File: src/rtl/pwd_pkg.sv
package pwd_pkg;
  // 2-of-3 majority of a triplet
  function automatic logic maj3(input logic [2:0] t);
    return (t[0] & t[1]) | (t[1] & t[2]) | (t[0] & t[2]);
  endfunction

  // copies of a triplet do not all agree
  function automatic logic split3(input logic [2:0] t);
    return (t != 3'b000) && (t != 3'b111);
  endfunction
endpackage

File: src/rtl/pwd_field_split.sv
module pwd_field_split #(
  parameter int TRIP_N = 5,
  parameter int RAW_N  = 4,
  localparam int WORD_W = 1 + 3*TRIP_N + RAW_N,
  localparam int VID_W  = WORD_W - 2
) (
  input  logic [WORD_W-1:0]     word_i,
  output logic [TRIP_N-1:0][2:0] trip_o,
  output logic [RAW_N-1:0]      raw_o,
  output logic [VID_W-1:0]      sym_o
);
  logic ovh_unused;
  assign ovh_unused = word_i[0];

  for (genvar i = 0; i < TRIP_N; i++) begin : g_trip
    assign trip_o[i] = word_i[3*i+3 -: 3];
  end

  assign raw_o = word_i[WORD_W-1 -: RAW_N];
  assign sym_o = word_i[WORD_W-1:2];
endmodule

File: src/rtl/pwd_triplet_voter.sv
module pwd_triplet_voter #(
  parameter int TRIP_N = 5
) (
  input  logic [TRIP_N-1:0][2:0] trip_i,
  output logic [TRIP_N-1:0]      voted_o,
  output logic                   any_split_o
);
  import pwd_pkg::*;
  logic [TRIP_N-1:0] split;

  for (genvar i = 0; i < TRIP_N; i++) begin : g_vote
    assign voted_o[i] = maj3(trip_i[i]);
    assign split[i]   = split3(trip_i[i]);
  end

  assign any_split_o = |split;
endmodule

File: src/rtl/pwd_video_decode.sv
module pwd_video_decode #(
  parameter int VID_W = 18
) (
  input  logic [VID_W-1:0] sym_i,
  output logic [VID_W-1:0] data_o
);
  // placeholder for the symbol balance decode: identity mapping
  assign data_o = sym_i;
endmodule

File: src/rtl/pwd_out_regs.sv
module pwd_out_regs #(
  parameter int VID_W = 18,
  parameter int CTL_W = 9
) (
  input  logic             clk,
  input  logic             rst,
  input  logic             vid_take,
  input  logic             ctl_take,
  input  logic             split_seen,
  input  logic [VID_W-1:0] vid_next,
  input  logic [CTL_W-1:0] ctl_next,
  output logic             de_q,
  output logic [VID_W-1:0] vid_q,
  output logic [CTL_W-1:0] ctl_q,
  output logic             err_q
);
  always_ff @(posedge clk) begin
    if (rst) begin
      de_q  <= 1'b0;
      vid_q <= '0;
      ctl_q <= '0;
      err_q <= 1'b0;
    end else begin
      err_q <= ctl_take & split_seen;
      if (vid_take) begin
        de_q  <= 1'b1;
        vid_q <= vid_next;
      end
      if (ctl_take) begin
        de_q  <= 1'b0;
        ctl_q <= ctl_next;
      end
    end
  end
endmodule

File: src/rtl/pwd_word_decoder.sv
module pwd_word_decoder #(
  parameter int TRIP_N = 5,
  parameter int RAW_N  = 4,
  localparam int WORD_W = 1 + 3*TRIP_N + RAW_N,
  localparam int VID_W  = WORD_W - 2,
  localparam int CTL_W  = TRIP_N + RAW_N
) (
  input  logic              clk,
  input  logic              rst,
  input  logic              word_vld,
  input  logic              word_is_video,
  input  logic [WORD_W-1:0] word_in,
  output logic              de_out,
  output logic [VID_W-1:0]  vid_out,
  output logic [CTL_W-1:0]  ctl_out,
  output logic              vote_err
);
  logic [TRIP_N-1:0][2:0] trip;
  logic [RAW_N-1:0]       raw;
  logic [VID_W-1:0]       sym;
  logic [VID_W-1:0]       vid_dec;
  logic [TRIP_N-1:0]      voted;
  logic                   word_split;
  logic                   vid_take;
  logic                   ctl_take;

  assign vid_take = word_vld &  word_is_video;
  assign ctl_take = word_vld & ~word_is_video;

  pwd_field_split #(.TRIP_N(TRIP_N), .RAW_N(RAW_N)) u_split (
    .word_i(word_in), .trip_o(trip), .raw_o(raw), .sym_o(sym)
  );

  pwd_triplet_voter #(.TRIP_N(TRIP_N)) u_vote (
    .trip_i(trip), .voted_o(voted), .any_split_o(word_split)
  );

  pwd_video_decode #(.VID_W(VID_W)) u_vdec (
    .sym_i(sym), .data_o(vid_dec)
  );

  pwd_out_regs #(.VID_W(VID_W), .CTL_W(CTL_W)) u_regs (
    .clk(clk), .rst(rst),
    .vid_take(vid_take), .ctl_take(ctl_take), .split_seen(word_split),
    .vid_next(vid_dec), .ctl_next({raw, voted}),
    .de_q(de_out), .vid_q(vid_out), .ctl_q(ctl_out), .err_q(vote_err)
  );
endmodule

File: config.mk
export PLATFORM = sky130hd
export DESIGN_NAME = pwd_word_decoder
export DESIGN_NICKNAME = d
export VERILOG_FILES = /design/src/rtl/pwd_pkg.sv /design/src/rtl/pwd_field_split.sv /design/src/rtl/pwd_triplet_voter.sv /design/src/rtl/pwd_video_decode.sv /design/src/rtl/pwd_out_regs.sv /design/src/rtl/pwd_word_decoder.sv
export SDC_FILE = /design/constraint.sdc
export NUM_CORES = 1
export LEC_CHECK = 0
export BUFFER_PORTS_ARGS = -buffer_cell sky130_fd_sc_hd__buf_2
export CAP_MARGIN = 10
export CORE_MARGIN = 10
export CORE_UTILIZATION = 44
export DETAILED_ROUTE_END_ITERATION = 10
export PLACE_DENSITY = 0.86
export REMOVE_ABC_BUFFERS = 1
export SYNTH_ARGS = -nofsm -noshare
export SYNTH_HDL_FRONTEND = slang
export SYNTH_SLANG_ARGS = --single-unit
File: constraint.sdc
create_clock -name clk -period 1.37 [get_ports clk]
set_clock_uncertainty 0.1 [all_clocks]
set_input_delay 0 -clock clk [delete_from_list [all_inputs] [get_ports clk]]
set_output_delay 0 -clock clk [all_outputs]
set_load 0.1 [all_outputs]
==> results.toml, run 1 <==
[floorplan]
start_util_pct = 47.9
die_height_um = 69.8
rows = 17
num_io_pins = 53
fp.coreArea_um2 = 2280
dieArea_um2 = 4870
die-width_um = 69.8

[synthesis]
postSynthCellCount = 121
synthesis.area_um2 = 1090
ys_seq_elements = 29
synth.avg_cell_area_um2 = 9.02
yosysWarnings = 0
synthDistinctLibCells = 18
synth_seq_area_share_pct = 53.2

[worst_setup_path]
cp_data_arrival_time_ns = 1.47
ff2ff_path_depth = 1
rrSetupSlack_ns = 0.64
crit_fanout = 4
cp.required_ns = 1.48
reg2reg_from = "u_regs.ctl_q[4]$_SDFFE_PP0P_"
crit_type = "input port to register"
timing.rr.end = "u_regs.ctl_q[4]$_SDFFE_PP0P_"
cp_slowest_cell = "dlygate4sd3_1"
path_cells = "dlygate4sd3_1 > buf_2 > or3_1 > a222oi_1 > a21boi_1"
critPathCaptureType = "register"
critPathMaxStageDelay_ns = 0.55
start_kind = "input port"

[timing]
grt_setup_unrepaired = "yes"
min_period_ns = 1.36
finalHoldViolCount = 0
worstMarginPinSlew_ns = 0.509
fin_setup_tns_ns = 0
setup_viol = 0
fmax_mhz = 735
drv_slew = 0
max_slew_margin_pct = 66.3
fin_crit_sh_pct = 99.3

[hold_path]
min_path_type = "input port to register"
hold_depth = 4
hp-start = "word_in[7]"
hold_path_end = "u_regs.err_q$_SDFF_PP0_"

[routing]
ant_nets = 0
drc = 0
first_pass_iters = 4
totalWireLength_um = 3550
avgViaCountPerCell = 5.20
wl_per_cell_um = 15.5
num_vias = 1190
first_iter_violations = 76

[placed_design]
dp_hpwl_um = 2540
gp_congestion = 0.737
io_buffers = 51

[clocking]
clk_pin_slew_ns = 0.09
clock-root-buffer = "clkbuf_4"
clkSinkCount = 29
post_cts_buffers = 0
clockBufferDepth = 2
cts_tree = "done"
cts_max_level = 2
clk_latency_ns = 0.33
numCtsBuffers = 5

[global_route]
antenna_found_initial = 1
grt_max_degree = 19
grt_overflow = 0
grt_use_total_pct = 14.4
grt_pass1_wl_um = 5860
grt_pass1_vias = 1264

[layout]
final_nets = 224
area_delta_synth_final_pct = 52.9
drive_gt1_share_pct = 31.5
final_common_cell = "buf_2"
n_fill_cell = 178
final_cell_mix = "buf_2, nand2_1, dfxtp_1"

[run_status]
status = "complete, no violations"

[pwr]
total_power_mw = 1.98
p_seq_share_pct = 45.6
leakage_nw = 0.761
p_clk_share_pct = 26.2
p_sw_share_pct = 36.1
switchingPower_uw = 715
ir_drop_v = 0.000919
p_comb_share_pct = 28.2
power.internal_mw = 1.27
powerDensity_nw_per_um2 = 1190

[flow_run]
maxCapViolations = 0
## per-stage QoR
stage          worst slack [ns]  hold slack [ns]  cell area (µm²)  util, %  instances
5_1_grt                 -0.0321           0.0491             1670     73.3        229
3_3_place_gp              0.209            0.127             1380     60.5        198
3_5_place_dp              0.195            0.134             1380     60.5        198
2_1_floorplan            0.0279          -0.0309             1060        -        116
6_report                0.00964           0.0104             1670     73.3        229
4_1_cts                  0.0203           0.0276             1660     73.1        228
## power groups by stage
| stage | Sequential (mW) | Clock, mW | Combinational [mW] |
|---|---|---|---|
| floorplan | 1.22 | 0 | 0.0791 |
| global placement | 0.919 | 0 | 0.497 |
| detailed placement | 0.922 | 0 | 0.506 |
| CTS | 0.903 | 0.529 | 0.558 |
| global route | 0.909 | 0.571 | 0.587 |
| finish | 0.904 | 0.519 | 0.558 |
## cell type report
type | count | area [µm²] | share of cell area (%)
well taps | 28 | 35.0 | 2.10
clock buffers | 7 | 55.1 | 3.30
multi-input cells | 86 | 483 | 29.0
diodes | 1 | 2.50 | 0.150
repair buffers | 77 | 508 | 30.5
inverters | 1 | 3.75 | 0.225
flip-flops and latches | 29 | 581 | 34.8
## how the worst max path moves through the flow
stage | endpoint | slack [ns] | from
6_report | u_regs.err_q$_SDFF_PP0_ | 0.01 | word_in[8]
5_1_grt | u_regs.err_q$_SDFF_PP0_ | -0.03 | word_in[8]
4_1_cts | u_regs.err_q$_SDFF_PP0_ | 0.02 | word_in[8]
3_5_place_dp | u_regs.err_q$_SDFF_PP0_ | 0.20 | word_in[7]
3_3_place_gp | u_regs.err_q$_SDFF_PP0_ | 0.21 | word_in[7]
2_1_floorplan | u_regs.vid_q[0]$_SDFFE_PP0P_ | 0.03 | u_regs.vid_q[0]$_SDFFE_PP0P_
## worst max-delay path, delay by kind of cell
kind	cells	cell delay (ns)
AOI/OAI and AO/OA	2	0.42
and+or+nand+nor	1	0.35
buffers and inverters	2	0.70
## flip-flops by register name (all words and copies together) (netlist names)
signal        count
u_regs.err_q      1
u_regs.vid_q     18
u_regs.ctl_q      9
u_regs.de_q       1
## per-layer routing
metal  vias to the layer above  part of all wire (%)  GRT usage (%)
li1                        579                     -              -
met1                       538                    38           14.9
met2                        58                    48           22.6
met3                        15                   9.8           7.42
met4                         0                   4.4           9.13
met5                         -                     0              0
## Yosys cell counts, drive strengths merged
cell	count	area share (%)
nand3	5	2.3
inv	1	0.34
and2	1	0.57
nand2	37	13
or3	5	2.9
a21oi	19	9.1
a21boi	1	0.69
a22o	9	7.2
o21a	1	0.69
a22oi	1	0.69
buf	5	2.4
dfxtp	29	53
nor3b	1	1.7
a222oi	1	0.92
maj3	5	4.6
## what timing repair did
action / in CTS / in global routing
gates resized for setup: 0 / 1
hold buffers: 23 / 0
endpoints found under the hold margin: 28 / 0
setup endpoints to repair: 0 / 7
## logic make-up (layout without fill, tap and decap cells)
logic type / count (synthesis) / count (layout) / synth area share (%)
DFF: 29 / 29 / 53.2
buffers and inverters: 6 / 85 / 2.75
AOI/OAI and AO/OA: 32 / 32 / 19.3
adders and majority gates: 5 / 5 / 4.59
other: 0 / 1 / 0
and+or+nand+nor: 49 / 49 / 20.2
(Power assumes the default switching activity.)
==> run 2: changes to the inputs <==
--- a/config.mk
+++ b/config.mk
@@ -10,7 +10,7 @@
 export CORE_MARGIN = 10
 export CORE_UTILIZATION = 44
 export DETAILED_ROUTE_END_ITERATION = 10
-export PLACE_DENSITY = 0.86
+export PLACE_DENSITY = 0.77
 export REMOVE_ABC_BUFFERS = 1
 export SYNTH_ARGS = -nofsm -noshare
 export SYNTH_HDL_FRONTEND = slang
==> results.toml, run 2 (synthesized netlist as in run 1, its figures left out) <==
[layout]
diodes = 0
area_delta_synth_final_pct = 54.7
final_cell_mix = "buf_2, nand2_1, dfxtp_1"
drive_gt1_share_pct = 31.7
biggestRegsByFlops = "u_regs.vid_q (18), u_regs.ctl_q (9)"
final_nets = 225
largest_reg_flops = 18
largest_register = "u_regs.vid_q"
layoutNonFillerInstCount = 230
final_common_cell = "buf_2"

[placed_design]
dp_hpwl_um = 2300
gp_congestion = 0.784
dp.cells = 198
io_buffers = 51

[floorplan]
start_util_pct = 47.9
num_io_pins = 53
die_height_um = 69.8
rows = 17
die-width_um = 69.8
fp.coreArea_um2 = 2280
dieArea_um2 = 4870

[timing]
min_period_ns = 1.35
hold-worst-slack_ns = 0.0236
setup_viol = 0
fin_crit_sh_pct = 98.6
finalHoldViolCount = 0
fin_setup_tns_ns = 0
drv_slew = 0
grt_setup_unrepaired = "no"
worstMarginPinSlew_ns = 0.588
max_slew_margin_pct = 60.7
fmax_mhz = 740

[worst_setup_path]
ff2ff_path_depth = 2
timing.rr.end = "u_regs.ctl_q[6]$_SDFFE_PP0P_"
crit_type = "input port to register"
cp.required_ns = 1.49
rrSetupSlack_ns = 0.11
critPathCaptureType = "register"
reg2reg_from = "u_regs.ctl_q[6]$_SDFFE_PP0P_"
cp_data_arrival_time_ns = 1.47
crit_fanout = 4
start_kind = "input port"

[hold_path]
min_path_type = "input port to register"
hold_depth = 3
hold_path_end = "u_regs.vid_q[10]$_SDFFE_PP0P_"
hp-start = "rst"

[pwr]
leakage_nw = 0.783
ir_drop_v = 0.000836
powerDensity_nw_per_um2 = 1210

[flow_run]
maxCapViolations = 0

[global_route]
antenna_found_initial = 0
grt_pass1_wl_um = 5650
grt_max_degree = 19
grt_use_total_pct = 14.0
grt_overflow = 0
grt_pass1_vias = 1219

[routing]
first_iter_violations = 34
ant_nets = 0
avgViaCountPerCell = 4.99
totalWireLength_um = 3340
first_pass_iters = 4
num_vias = 1148
wl_per_cell_um = 14.5
drc = 0

[clocking]
cts_tree = "done"
clk_pin_slew_ns = 0.09
post_cts_buffers = 0
clockBufferDepth = 2
cts_resized = 0
clock-root-buffer = "clkbuf_4"
clkSinkCount = 29
numCtsBuffers = 5
cts_max_level = 2
clk_latency_ns = 0.32

[run_status]
status = "complete, no violations"
==> run 2: changes by cell type in the layout (fill, tap and decap cells not counted) <==
cell	previous run	this run
clkbuf_1	1	0
nand2_1	36	37
clkinv_2	0	1
diode_2	1	0
dlygate4sd3_1	23	24
clkbuf_8	1	2
nand2_2	1	0
==> run 2: per-layer routing <==
metal	share of wire, %	track usage (%)	up-vias	wire length, µm
met1	41	14.3	513	1370
met2	48	23.2	44	1610
met3	9.0	6.85	7	300
met5	0	0	-	0
met4	1.8	6.52	0	61
li1	-	-	584	-
==> run 2: power by group <==
part | internal (mW) | total, mW | leakage, nW | switching [mW]
clock network | 0.297 | 0.585 | 0.0413 | 0.288
logic | 0.142 | 0.556 | 0.505 | 0.414
registers | 0.883 | 0.903 | 0.237 | 0.0193
total | 1.32 | 2.04 | 0.783 | 0.721
==> run 2: final cells by class <==
cell class | instances | area (µm²)
inverters | 1 | 3.75
repair buffers | 78 | 518
well taps | 28 | 35.0
multi-input cells | 86 | 480
fillers | 166 | 588
clock buffers | 7 | 65.1
flip-flops and latches | 29 | 581
clock inverters | 1 | 5.00
==> run 2: per-stage QoR <==
stage	util, %	total power, mW	area [µm²]	setup WS [ns]
floorplan	-	1.30	1060	0.0279
global placement	60.5	1.42	1380	0.207
detailed placement	60.5	1.43	1380	0.200
CTS	74.2	2.06	1690	0.00315
global route	74.2	2.15	1690	0.0115
finish	74.2	2.04	1690	0.0187
==> run 2: timing repair <==
action,in CTS,in global routing
hold endpoints to repair,29,0
setup endpoints to repair,0,1
hold buffers,24,0
==> run 2: how the worst max path moves through the flow <==
stage	from	to	slack, ns	depth (start not counted)
6_report	word_in[7]	u_regs.err_q$_SDFF_PP0_	0.02	5
5_1_grt	word_in[8]	u_regs.err_q$_SDFF_PP0_	0.01	5
4_1_cts	word_in[7]	u_regs.err_q$_SDFF_PP0_	0.003	5
3_5_place_dp	word_in[7]	u_regs.err_q$_SDFF_PP0_	0.20	4
3_3_place_gp	word_in[7]	u_regs.err_q$_SDFF_PP0_	0.21	4
2_1_floorplan	u_regs.vid_q[0]$_SDFFE_PP0P_	u_regs.vid_q[0]$_SDFFE_PP0P_	0.03	2
==> run 2: critical path, cell delays in order <==
cell           delay, ns
dlygate4sd3_1       0.53
buf_2               0.14
or3_1               0.37
a222oi_1            0.32
a21boi_1            0.10
